==> src/rtl/exc_pkg.sv <==
package exc_pkg;
  localparam int XLEN      = 32;
  localparam int MODE_W    = 5;
  localparam int CAUSE_W   = 8;
  localparam int OFS_W     = 8;
  localparam int IMASK_BIT = 7;
  localparam logic [XLEN-1:0] HIVEC_BASE = 32'hFFFF_0000;

  localparam logic [MODE_W-1:0] MODE_PRIV = 5'h13;
  localparam logic [MODE_W-1:0] MODE_TRAP = 5'h17;
  localparam logic [MODE_W-1:0] MODE_INTR = 5'h12;

  localparam int C_PRIV  = 0;
  localparam int C_IABT  = 1;
  localparam int C_DABT  = 2;
  localparam int C_IRQ   = 3;
  localparam int NCAUSE  = 4;

  typedef enum logic [1:0] {S_IDLE, S_BANK, S_SAVE, S_COMMIT} seq_state_t;

  typedef struct packed {
    logic [MODE_W-1:0] mode;
    logic [OFS_W-1:0]  offset;
  } vec_entry_t;
endpackage

==> src/rtl/exc_cause_sel.sv <==
module exc_cause_sel
  import exc_pkg::*;
(
  input  logic [CAUSE_W-1:0] cause,
  output logic               known,
  output vec_entry_t         sel
);
  localparam vec_entry_t ENT_PRIV = '{mode: MODE_PRIV, offset: 8'h08};
  localparam vec_entry_t ENT_IABT = '{mode: MODE_TRAP, offset: 8'h0C};
  localparam vec_entry_t ENT_DABT = '{mode: MODE_TRAP, offset: 8'h10};
  localparam vec_entry_t ENT_IRQ  = '{mode: MODE_INTR, offset: 8'h18};

  logic [NCAUSE-1:0] defined;
  assign defined = cause[NCAUSE-1:0];
  assign known   = |defined;

  // fixed priority: data abort > instruction abort > interrupt > privilege
  always_comb begin
    sel = ENT_PRIV;
    if (defined[C_DABT])      sel = ENT_DABT;
    else if (defined[C_IABT]) sel = ENT_IABT;
    else if (defined[C_IRQ])  sel = ENT_IRQ;
    else                      sel = ENT_PRIV;
  end
endmodule

==> src/rtl/exc_vector_gen.sv <==
module exc_vector_gen
  import exc_pkg::*;
(
  input  logic [OFS_W-1:0] offset,
  input  logic             hivec,
  output logic [XLEN-1:0]  vector
);
  logic [XLEN-1:0] base;
  assign base   = hivec ? HIVEC_BASE : '0;
  assign vector = base + {{(XLEN-OFS_W){1'b0}}, offset};
endmodule

==> src/rtl/exc_entry_seq.sv <==
module exc_entry_seq
  import exc_pkg::*;
(
  input  logic              clk,
  input  logic              rst_n,
  input  logic              strobe,
  input  logic              known,
  input  logic [MODE_W-1:0] tgt_mode,
  input  logic [XLEN-1:0]   vector,
  input  logic              hivec,
  input  logic [XLEN-1:0]   status,
  input  logic [XLEN-1:0]   pc,
  output logic              busy,
  output logic              bank_req,
  output logic [MODE_W-1:0] bank_from_mode,
  output logic [MODE_W-1:0] bank_to_mode,
  output logic              ssr_we,
  output logic [XLEN-1:0]   ssr_wdata,
  output logic              sr_we,
  output logic [XLEN-1:0]   sr_wdata,
  output logic              lr_we,
  output logic [XLEN-1:0]   lr_wdata,
  output logic              pc_we,
  output logic [XLEN-1:0]   pc_wdata,
  output logic              flush,
  output logic              cause_err
);
  localparam logic [XLEN-1:0] MODE_MASK  = XLEN'((64'd1 << MODE_W) - 64'd1);
  localparam logic [XLEN-1:0] IMASK_FLAG = XLEN'(64'd1 << IMASK_BIT);

  seq_state_t        state_q;
  logic [MODE_W-1:0] mode_q;
  logic [XLEN-1:0]   vec_q, st_q, pc_q;
  logic              hv_q, err_q;
  logic              accept;

  assign accept = (state_q == S_IDLE) && strobe && known;

  always_ff @(posedge clk) begin
    if (!rst_n) begin
      state_q <= S_IDLE;
      mode_q  <= '0;
      vec_q   <= '0;
      st_q    <= '0;
      pc_q    <= '0;
      hv_q    <= 1'b0;
      err_q   <= 1'b0;
    end else begin
      err_q <= (state_q == S_IDLE) && strobe && !known;
      unique case (state_q)
        S_IDLE: if (accept) begin
          state_q <= S_BANK;
          mode_q  <= tgt_mode;
          vec_q   <= vector;
          st_q    <= status;
          pc_q    <= pc;
          hv_q    <= hivec;
        end
        S_BANK:   state_q <= S_SAVE;
        S_SAVE:   state_q <= S_COMMIT;
        S_COMMIT: state_q <= S_IDLE;
        default:  state_q <= S_IDLE;
      endcase
    end
  end

  assign busy           = (state_q != S_IDLE);
  assign bank_from_mode = st_q[MODE_W-1:0];
  assign bank_to_mode   = mode_q;
  assign bank_req       = (state_q == S_BANK) && (bank_from_mode != mode_q);
  assign ssr_we         = (state_q == S_SAVE);
  assign ssr_wdata      = st_q;
  assign sr_we          = (state_q == S_COMMIT);
  assign sr_wdata       = (st_q & ~MODE_MASK) | {{(XLEN-MODE_W){1'b0}}, mode_q} | IMASK_FLAG;
  assign lr_we          = sr_we;
  assign lr_wdata       = pc_q;
  assign pc_we          = sr_we;
  assign pc_wdata       = vec_q;
  assign flush          = sr_we;
  assign cause_err      = err_q;

  // the saved-status write follows the bank step
  a_r6_save_after_bank: assert property (@(posedge clk) disable iff (!rst_n)
    ssr_we |-> $past(state_q) == S_BANK);
  // the commit follows the saved-status write
  a_r7_commit_after_save: assert property (@(posedge clk) disable iff (!rst_n)
    sr_we |-> $past(ssr_we));
  a_r7_imask_set: assert property (@(posedge clk) disable iff (!rst_n)
    sr_we |-> sr_wdata[IMASK_BIT]);
  a_r7_flush_single: assert property (@(posedge clk) disable iff (!rst_n)
    flush |=> !flush);
  // relocation follows the captured control bit
  a_r4_high_reloc: assert property (@(posedge clk) disable iff (!rst_n)
    pc_we |-> (hv_q == (pc_wdata >= HIVEC_BASE)));
  a_r2_vec_aligned: assert property (@(posedge clk) disable iff (!rst_n)
    pc_we |-> (pc_wdata[1:0] == 2'b00));
  // an unknown cause never starts an entry
  a_r8_err_no_entry: assert property (@(posedge clk) disable iff (!rst_n)
    cause_err |-> (!busy && !ssr_we && !sr_we));
  // captured values hold for the whole entry
  a_r9_hold: assert property (@(posedge clk) disable iff (!rst_n)
    (busy && $past(busy)) |-> ($stable(vec_q) && $stable(st_q) && $stable(pc_q)));
endmodule

==> src/rtl/exc_entry_unit.sv <==
module exc_entry_unit
  import exc_pkg::*;
(
  input  logic              clk,
  input  logic              rst_n,
  input  logic              exc_valid,
  input  logic [CAUSE_W-1:0] exc_cause,
  input  logic [XLEN-1:0]   cur_status,
  input  logic [XLEN-1:0]   cur_pc,
  input  logic              hivec_en,
  output logic              busy,
  output logic              bank_req,
  output logic [MODE_W-1:0] bank_from_mode,
  output logic [MODE_W-1:0] bank_to_mode,
  output logic              ssr_we,
  output logic [XLEN-1:0]   ssr_wdata,
  output logic              sr_we,
  output logic [XLEN-1:0]   sr_wdata,
  output logic              lr_we,
  output logic [XLEN-1:0]   lr_wdata,
  output logic              pc_we,
  output logic [XLEN-1:0]   pc_wdata,
  output logic              flush,
  output logic              cause_err
);
  logic            known;
  vec_entry_t      sel;
  logic [XLEN-1:0] vector;

  exc_cause_sel u_sel (.cause(exc_cause), .known(known), .sel(sel));

  exc_vector_gen u_vec (.offset(sel.offset), .hivec(hivec_en), .vector(vector));

  exc_entry_seq u_seq (
    .clk(clk), .rst_n(rst_n), .strobe(exc_valid), .known(known),
    .tgt_mode(sel.mode), .vector(vector), .hivec(hivec_en),
    .status(cur_status), .pc(cur_pc),
    .busy(busy), .bank_req(bank_req), .bank_from_mode(bank_from_mode),
    .bank_to_mode(bank_to_mode), .ssr_we(ssr_we), .ssr_wdata(ssr_wdata),
    .sr_we(sr_we), .sr_wdata(sr_wdata), .lr_we(lr_we), .lr_wdata(lr_wdata),
    .pc_we(pc_we), .pc_wdata(pc_wdata), .flush(flush), .cause_err(cause_err)
  );

  // nothing is written while idle
  a_r1_idle_quiet: assert property (@(posedge clk) disable iff (!rst_n)
    !busy |-> (!bank_req && !ssr_we && !sr_we && !flush));
  // bank request only for a real mode change
  a_r5_bank_diff: assert property (@(posedge clk) disable iff (!rst_n)
    bank_req |-> (bank_from_mode != bank_to_mode));
endmodule

==> config.mk <==
export PLATFORM = sky130hd
export DESIGN_NAME = exc_entry_unit
export DESIGN_NICKNAME = d
export VERILOG_FILES = /design/src/rtl/exc_pkg.sv /design/src/rtl/exc_cause_sel.sv /design/src/rtl/exc_vector_gen.sv /design/src/rtl/exc_entry_seq.sv /design/src/rtl/exc_entry_unit.sv
export SDC_FILE = /design/constraint.sdc
export NUM_CORES = 1
export LEC_CHECK = 0
export BUFFER_PORTS_ARGS = -buffer_cell sky130_fd_sc_hd__buf_2
export CAP_MARGIN = 0
export CORE_AREA = 8 8 103 105
export CTS_CLUSTER_DIAMETER = 200
export CTS_CLUSTER_SIZE = 14
export DETAILED_ROUTE_END_ITERATION = 8
export DIE_AREA = 0 0 111 113
export GPL_TIMING_DRIVEN = 0
export MAX_ROUTING_LAYER = met4
export PLACE_DENSITY_LB_ADDON = 0.15
export SYNTH_ARGS = -nofsm -noshare
export SYNTH_HDL_FRONTEND = slang
export SYNTH_SLANG_ARGS = --single-unit
==> constraint.sdc <==
create_clock -name clk -period 1.8 [get_ports clk]
set_input_delay 0.18 -clock clk [delete_from_list [all_inputs] [get_ports clk]]
set_output_delay 0.18 -clock clk [all_outputs]
set_load 0.005 [all_outputs]
==> impl_metrics.tcl, run 1 <==
set metrics [dict create \
    status "complete, no violations" \
    ir_drop_mv 0.620 \
    synth_most_common_cell "dfxtp_1" \
    fmax_mhz 594 \
    core_area_um2 8980 \
    clk_latency_ns 0.34 \
    clockRootBuffer "clkbuf_8" \
    cts_buffers 9 \
    drcViolationCount 0 \
    min_period_over_period 0.935 \
    p_leak_nw 2.58 \
    fp.dieArea_um2 12500 \
    synthTopCellsByArea "dfxtp_1 43%, buf_4 15%, a21oi_1 10%, o21ai_0 10%, nand3_1 9.4%" \
    required_ns 1.62 \
    utilization 0.552 \
    drive_above_1_share 0.473 \
    worstSetupEndpointType "primary output" \
    fin_ws_ns 0.118 \
    clock-sinks 74 \
    hold_viol_final 0 \
    total_power_mw 6.10 \
    hpwl_mm 9.05 \
    finalClockSkew_ns 0.00945 \
    hold_path.startpoint "cur_status[26]" \
    period_needed_ns 1.68 \
    drt_iter0_markers 111 \
    crit_type "flip-flop to primary output" \
    clk_path_buf_depth 2 \
    cp.arrival_ns 1.50 \
    cts_tree "done" \
    yosysSeqAreaShare 0.428 \
    slew_headroom 0.601 \
    area_delta_synth_final_pct 43.0 \
    wl_per_cell_um 15.3 \
    first_pass_iters 4 \
    synth.top_cell.area_share 0.428 \
    totalWireLength_mm 11.7 \
    grt_max_degree 18 \
    synthCells 423 \
    dp_cells 748 \
    num_antenna_cells 0 \
    r2r-start "u_seq.state_q[0]$_SDFFE_PN0P_" \
    antenna_found_initial 0 \
    postSynthAreaPerCell_um2 8.19 \
    min_path_type "input port to flip-flop" \
    grt.total_usage 0.182 \
    overflow 0 \
    htree_levels 3 \
    avgViaCountPerCell 4.74 \
    synth_flop_cell "dfxtp_1" \
    port_buffers 200 \
    ys_types 31 \
    nNetsFinal 729 \
    cp_max_fo 5 \
    async_reset_ff_frac 0 \
    start_util 0.386 \
    ys_ff_latch 74 \
    pre_cts_ws_ns -0.273 \
    setup_viol 0 \
    cp-startpoint "u_seq.ssr_wdata[4]$_SDFFE_PN0P_" \
    final-max-slew-violation-count 0 \
    grt_pass1_wl_mm 18.5 \
    place.gp.congestion 0.747 \
    vias 3623 \
    syn_area_um2 3460 \
    synth_edf_count 0 \
    die_w_um 111 \
    worst_setup_hold_path_clk_slew_ns 0.08 \
    power.density_nw_per_um2 1230 \
    drv_cap 0 \
    yosysWarnings 0 \
    synth_common_cells "74 x dfxtp_1, 70 x a21oi_1, 70 x buf_4" \
    critPathLaunchType "flip-flop" \
    rsz0062_at_grt "no" \
    rows 35 \
    yosys.area.top_type "dfxtp_1" \
    postRouteAntennaNets 0 \
    grt_pass1_vias 3607 \
    stdcell_count 764 \
    final_cell_area_um2 4950 \
    worstMarginPinSlew_ns 0.594 \
    die_h_um 113 \
    dpl_cell_area_um2 4660 \
    ioPinCount 222 \
]
==> worst paths after layout <==
path              depth (start not counted)                                  to  slack (ns)
hold / removal                            3    u_seq.ssr_wdata[26]$_SDFFE_PN0P_        0.08
setup reg to reg                          8  u_seq.bank_to_mode[2]$_SDFFE_PN0P_        0.15
hold reg to reg                           2     u_seq.lr_wdata[31]$_SDFFE_PN0P_        0.47
setup / recovery                          4                            bank_req        0.12
==> metal layers <==
metal / track usage / vias up / wire (µm) / part of all wire
li1: - / 1825 / - / -
met1: 0.220 / 1640 / 5280 / 0.45
met2: 0.286 / 145 / 5540 / 0.47
met3: 0.0513 / 13 / 788 / 0.067
met4: 0.0586 / 0 / 121 / 0.010
met5: - / - / 0 / 0
==> flip-flops by register name, indices dropped and copies added (netlist names) <==
name	count
u_seq.state_q	2
u_seq.lr_wdata	32
u_seq.cause_err	1
u_seq.ssr_wdata	32
u_seq.pc_wdata	4
u_seq.bank_to_mode	3
==> critical path, stage by stage (launching register included) <==
cell and delay [ns]:
dfxtp_1 0.40, and3_1 0.18, nor2_1 0.05, o41a_1 0.40
buf_2 0.14
==> kinds of logic (layout without fill, tap and decap cells) <==
family,after synthesis,after routing,synth area share
other,2,16,0.00217
AOI/OAI and AO/OA,145,145,0.216
muxes,2,2,0.00578
xor gates and xnor gates,2,2,0.00506
buffers and inverters,113,329,0.207
adders and majority gates,5,5,0.0181
DFF,74,74,0.428
and+or+nand+nor,80,80,0.118
==> final cells by class <==
| class | instances | area [µm²] |
|---|---|---|
| inverters | 5 | 18.8 |
| flip-flops and latches | 74 | 1490 |
| well taps | 111 | 139 |
| fillers | 851 | 4020 |
| repair buffers | 200 | 1000 |
| plain buffers | 108 | 721 |
| clock inverters | 5 | 125 |
| multi-input cells | 250 | 1320 |
| clock buffers | 11 | 141 |
==> layout by cell type, fill, tap and decap left out, types with 2 or more instances in the layout <==
master,netlist,layout
a21oi_1,70,70
buf_6,3,5
mux2i_1,2,2
ha_1,5,5
xor2_1,2,2
buf_2,4,203
bufinv_16,0,4
buf_1,10,5
conb_1,2,16
clkbuf_8,0,10
buf_4,70,70
nand3_1,65,65
clkbuf_2,2,9
clkbuf_1,19,17
inv_1,4,4
o21ai_0,69,69
nor2_1,3,3
dfxtp_1,74,72
nand2_1,5,4
==> what timing repair did <==
| action | in CTS | in global routing |
|---|---|---|
| endpoints found under the setup margin | 15 | 63 |
| hold buffers | 0 | 0 |
| resized for setup | 4 | 15 |
| cloned | 0 | 0 |
| setup buffers | 0 | 0 |
==> power by group <==
part,internal [mW],switching [mW]
sequential,1.94,0.219
combinational,1.09,1.13
clock,1.10,0.618
==> per-stage QoR <==
step	hold WS [ns]	setup TNS [ns]
2_1_floorplan	0.290	0
3_3_place_gp	0.429	-1.40
3_5_place_dp	0.442	-2.15
4_1_cts	0.0652	0
5_1_grt	0.0664	0
6_report	0.0832	0
Note: power is estimated with default switching activity, not from simulation.
==> inputs of run 2 (changes only) <==
Settings changed: ABC_AREA from default to 1, CELL_PAD_IN_SITES_DETAIL_PLACEMENT from default to 1, CELL_PAD_IN_SITES_GLOBAL_PLACEMENT from default to 2, CORE_AREA 8 8 103 105 to 8 8 137 139, DIE_AREA 0 0 111 113 to 0 0 145 147, SETUP_SLACK_MARGIN from default to 0.1.
==> run 2 against run 1 <==
Against the previous run:
- synthesized cell count is 2.1% higher
- final cell count is 16% higher
- total power is 11% higher
- worst setup slack better by 0.16 ns
- flip-flop and latch count stayed put
- hold slack better by 0.028 ns
- sequential power hardly changed
- largest power group unchanged
==> impl_metrics.tcl, run 2 <==
set metrics [dict create \
    critPathLaunchType "flip-flop" \
    synth.top_cell.area_share 0.437 \
    ys_types 21 \
    finalClockSkew_ns 0.00654 \
    yosys.area.top_type "dfxtp_1" \
    required_ns 2.06 \
    hpwl_mm 10.7 \
    slew_headroom 0.611 \
    fp.dieArea_um2 21300 \
    clock-sinks 74 \
    totalWireLength_mm 13.5 \
    grt.total_usage 0.128 \
    critical_path.slowest_cell "dfxtp_1" \
    crit_chain "inv_2 > ha_4 > nand2_2 > inv_2 > nand2_1 > buf_6 > buf_6 > nand2_1 > a21oi_1" \
    total_power_mw 6.75 \
    cp_max_fo 10 \
    postRouteAntennaNets 0 \
    vias 3522 \
    fin_ws_ns 0.280 \
    htree_levels 3 \
    ys_ff_latch 74 \
    worstMarginPinSlew_ns 0.583 \
    cp-startpoint "u_seq.state_q[1]$_SDFFE_PN0P_" \
    antenna_found_initial 1 \
    yosysSeqAreaShare 0.437 \
    synth_most_common_cell "nand2_1" \
    avgViaCountPerCell 3.96 \
    nNetsFinal 740 \
    cp_top_family "buffers and inverters" \
    power.density_nw_per_um2 1320 \
    drv_cap 0 \
    cp.arrival_ns 1.78 \
    drt_iter0_markers 87 \
    drcViolationCount 0 \
    layout_common_cells "208 x buf_2, 79 x nand2_1, 74 x dfxtp_1" \
    p_leak_nw 2.67 \
    clockRootBuffer "clkbuf_16" \
    syn_area_um2 3390 \
    clk_latency_ns 0.33 \
    r2r_slack_ns 0.28 \
    rsz0062_at_grt "no" \
    crit_cells 9 \
    area_delta_synth_final_pct 51.3 \
    hold_buffers 0 \
    postSynthAreaPerCell_um2 7.85 \
    synth_common_cells "79 x nand2_1, 77 x buf_4, 74 x dfxtp_1" \
    worstReg2RegEnd "u_seq.lr_wdata[11]$_SDFFE_PN0P_" \
    ir_drop_mv 0.522 \
    hold_viol_final 0 \
    die_h_um 147 \
    port_buffers 201 \
    yosysWarnings 0 \
    min_path_type "input port to flip-flop" \
    grt_pass1_wl_mm 21.0 \
    critPathBufInv 4 \
    synth_flop_cell "dfxtp_1" \
    rows 48 \
    fin_setup_tns_ns 0 \
    period_needed_ns 1.52 \
    cts_tree "done" \
    first_pass_iters 4 \
    async_reset_ff_frac 0 \
    core_area_um2 16800 \
    final_common_cell "buf_2" \
    final-max-slew-violation-count 0 \
    start_util 0.202 \
    grt_pass1_vias 3657 \
    min_period_over_period 0.844 \
    endpoint "u_seq.lr_wdata[11]$_SDFFE_PN0P_" \
    reg2regPathDepth 9 \
    clk_path_buf_depth 2 \
    overflow 0 \
    place.gp.congestion 0.706 \
    pre_cts_ws_ns -0.0199 \
    hold_slack_ns 0.112 \
    dpl_cell_area_um2 4730 \
    final_cell_area_um2 5130 \
    grt_max_degree 18 \
    setup_viol 0 \
    slowest_delay_ns 0.37 \
    status "complete, no violations" \
    synthTopCellsByArea "dfxtp_1 44%, buf_4 17%, a21oi_1 11%, nand3_1 10%, nand2_1 8.7%" \
    cts_buffers 9 \
    worstSetupEndpointType "flip-flop" \
    wl_per_cell_um 15.2 \
    synth_edf_count 0 \
    synthCells 432 \
    ioPinCount 222 \
    worst_setup_hold_path_clk_slew_ns 0.06 \
    fmax_mhz 658 \
    die_w_um 145 \
    r2r-start "u_seq.state_q[1]$_SDFFE_PN0P_" \
    drive_above_1_share 0.473 \
    crit_type "flip-flop to flip-flop" \
]
## run 2: cell types whose count changed after synthesis, moves of 7 or more
cell,previous run,this run
buf_1,10,1
buf_4,70,77
clkbuf_1,19,10
inv_1,4,11
nand2_1,5,79
nor2_1,3,12
o21ai_0,69,1
## run 2: cells by family (layout without fill, tap and decap cells)
kind of cell / count (synthesis) / count (layout) / share of synthesized area
adder cells (fa/ha/maj): 5 / 5 / 0.0185
AO/OA/AOI/OAI: 74 / 74 / 0.109
AND/OR/NAND/NOR: 164 / 164 / 0.210
other: 2 / 17 / 0.00222
flip-flops: 74 / 74 / 0.437
buffers and inverters: 112 / 330 / 0.221
XOR/XNOR: 1 / 1 / 0.00258
## run 2: routing by layer
layer | vias up | wire (µm) | track usage
li1 | 1781 | - | -
met1 | 1602 | 6060 | 0.150
met2 | 128 | 6280 | 0.198
met3 | 11 | 1070 | 0.0501
met4 | 0 | 124 | 0.0410
met5 | - | 0 | -
## run 2: timing repair
| action | CTS | global route |
|---|---|---|
| buffers inserted | 0 | 1 |
| setup endpoints to repair | 60 | 51 |
| resized for setup | 3 | 8 |
## run 2: how the worst min path moves through the flow
stage                                         start                               to  depth (start not counted)
finish                                    cur_pc[9]   u_seq.lr_wdata[9]$_SDFFE_PN0P_                          3
global route                              cur_pc[7]   u_seq.lr_wdata[7]$_SDFFE_PN0P_                          3
CTS                                   cur_status[7]  u_seq.ssr_wdata[7]$_SDFFE_PN0P_                          3
detailed placement  u_seq.lr_wdata[10]$_SDFFE_PN0P_  u_seq.lr_wdata[10]$_SDFFE_PN0P_                          2
global placement    u_seq.lr_wdata[14]$_SDFFE_PN0P_  u_seq.lr_wdata[14]$_SDFFE_PN0P_                          2
floorplan                                     rst_n   u_seq.pc_wdata[4]$_SDFFE_PN0P_                          2
## run 2: through the flow
step	utilization	instances
after floorplan	-	446
after global placement	0.282	872
after detailed placement	0.282	872
after CTS	0.304	888
after global routing	0.306	890
final	0.306	890
## run 2: worst reg2reg max path: cells and delay by family, from the launching register on
| kind | cells | cell delay [ns] |
|---|---|---|
| buffers and inverters | 4 | 0.49 |
| DFF | 1 | 0.37 |
| and+or+nand+nor | 3 | 0.26 |
| adders and majority gates | 1 | 0.19 |
| AOI/OAI and AO/OA | 1 | 0.13 |
## run 2: area by class of cell
cell class / instances / area [µm²]
Clock buffer: 11 / 253
Inverter: 13 / 48.8
Multi-Input combinational cell: 260 / 1220
Tap cell: 225 / 282
Buffer: 99 / 723
Timing Repair Buffer: 202 / 1010
Fill cell: 2079 / 11600
Antenna cell: 1 / 2.50
Sequential cell: 74 / 1480
Clock inverter: 5 / 100
## run 2: report_power, final
part | switching [mW] | internal (mW)
Sequential | 0.215 | 1.93
Clock | 0.709 | 1.43
Combinational | 1.26 | 1.22
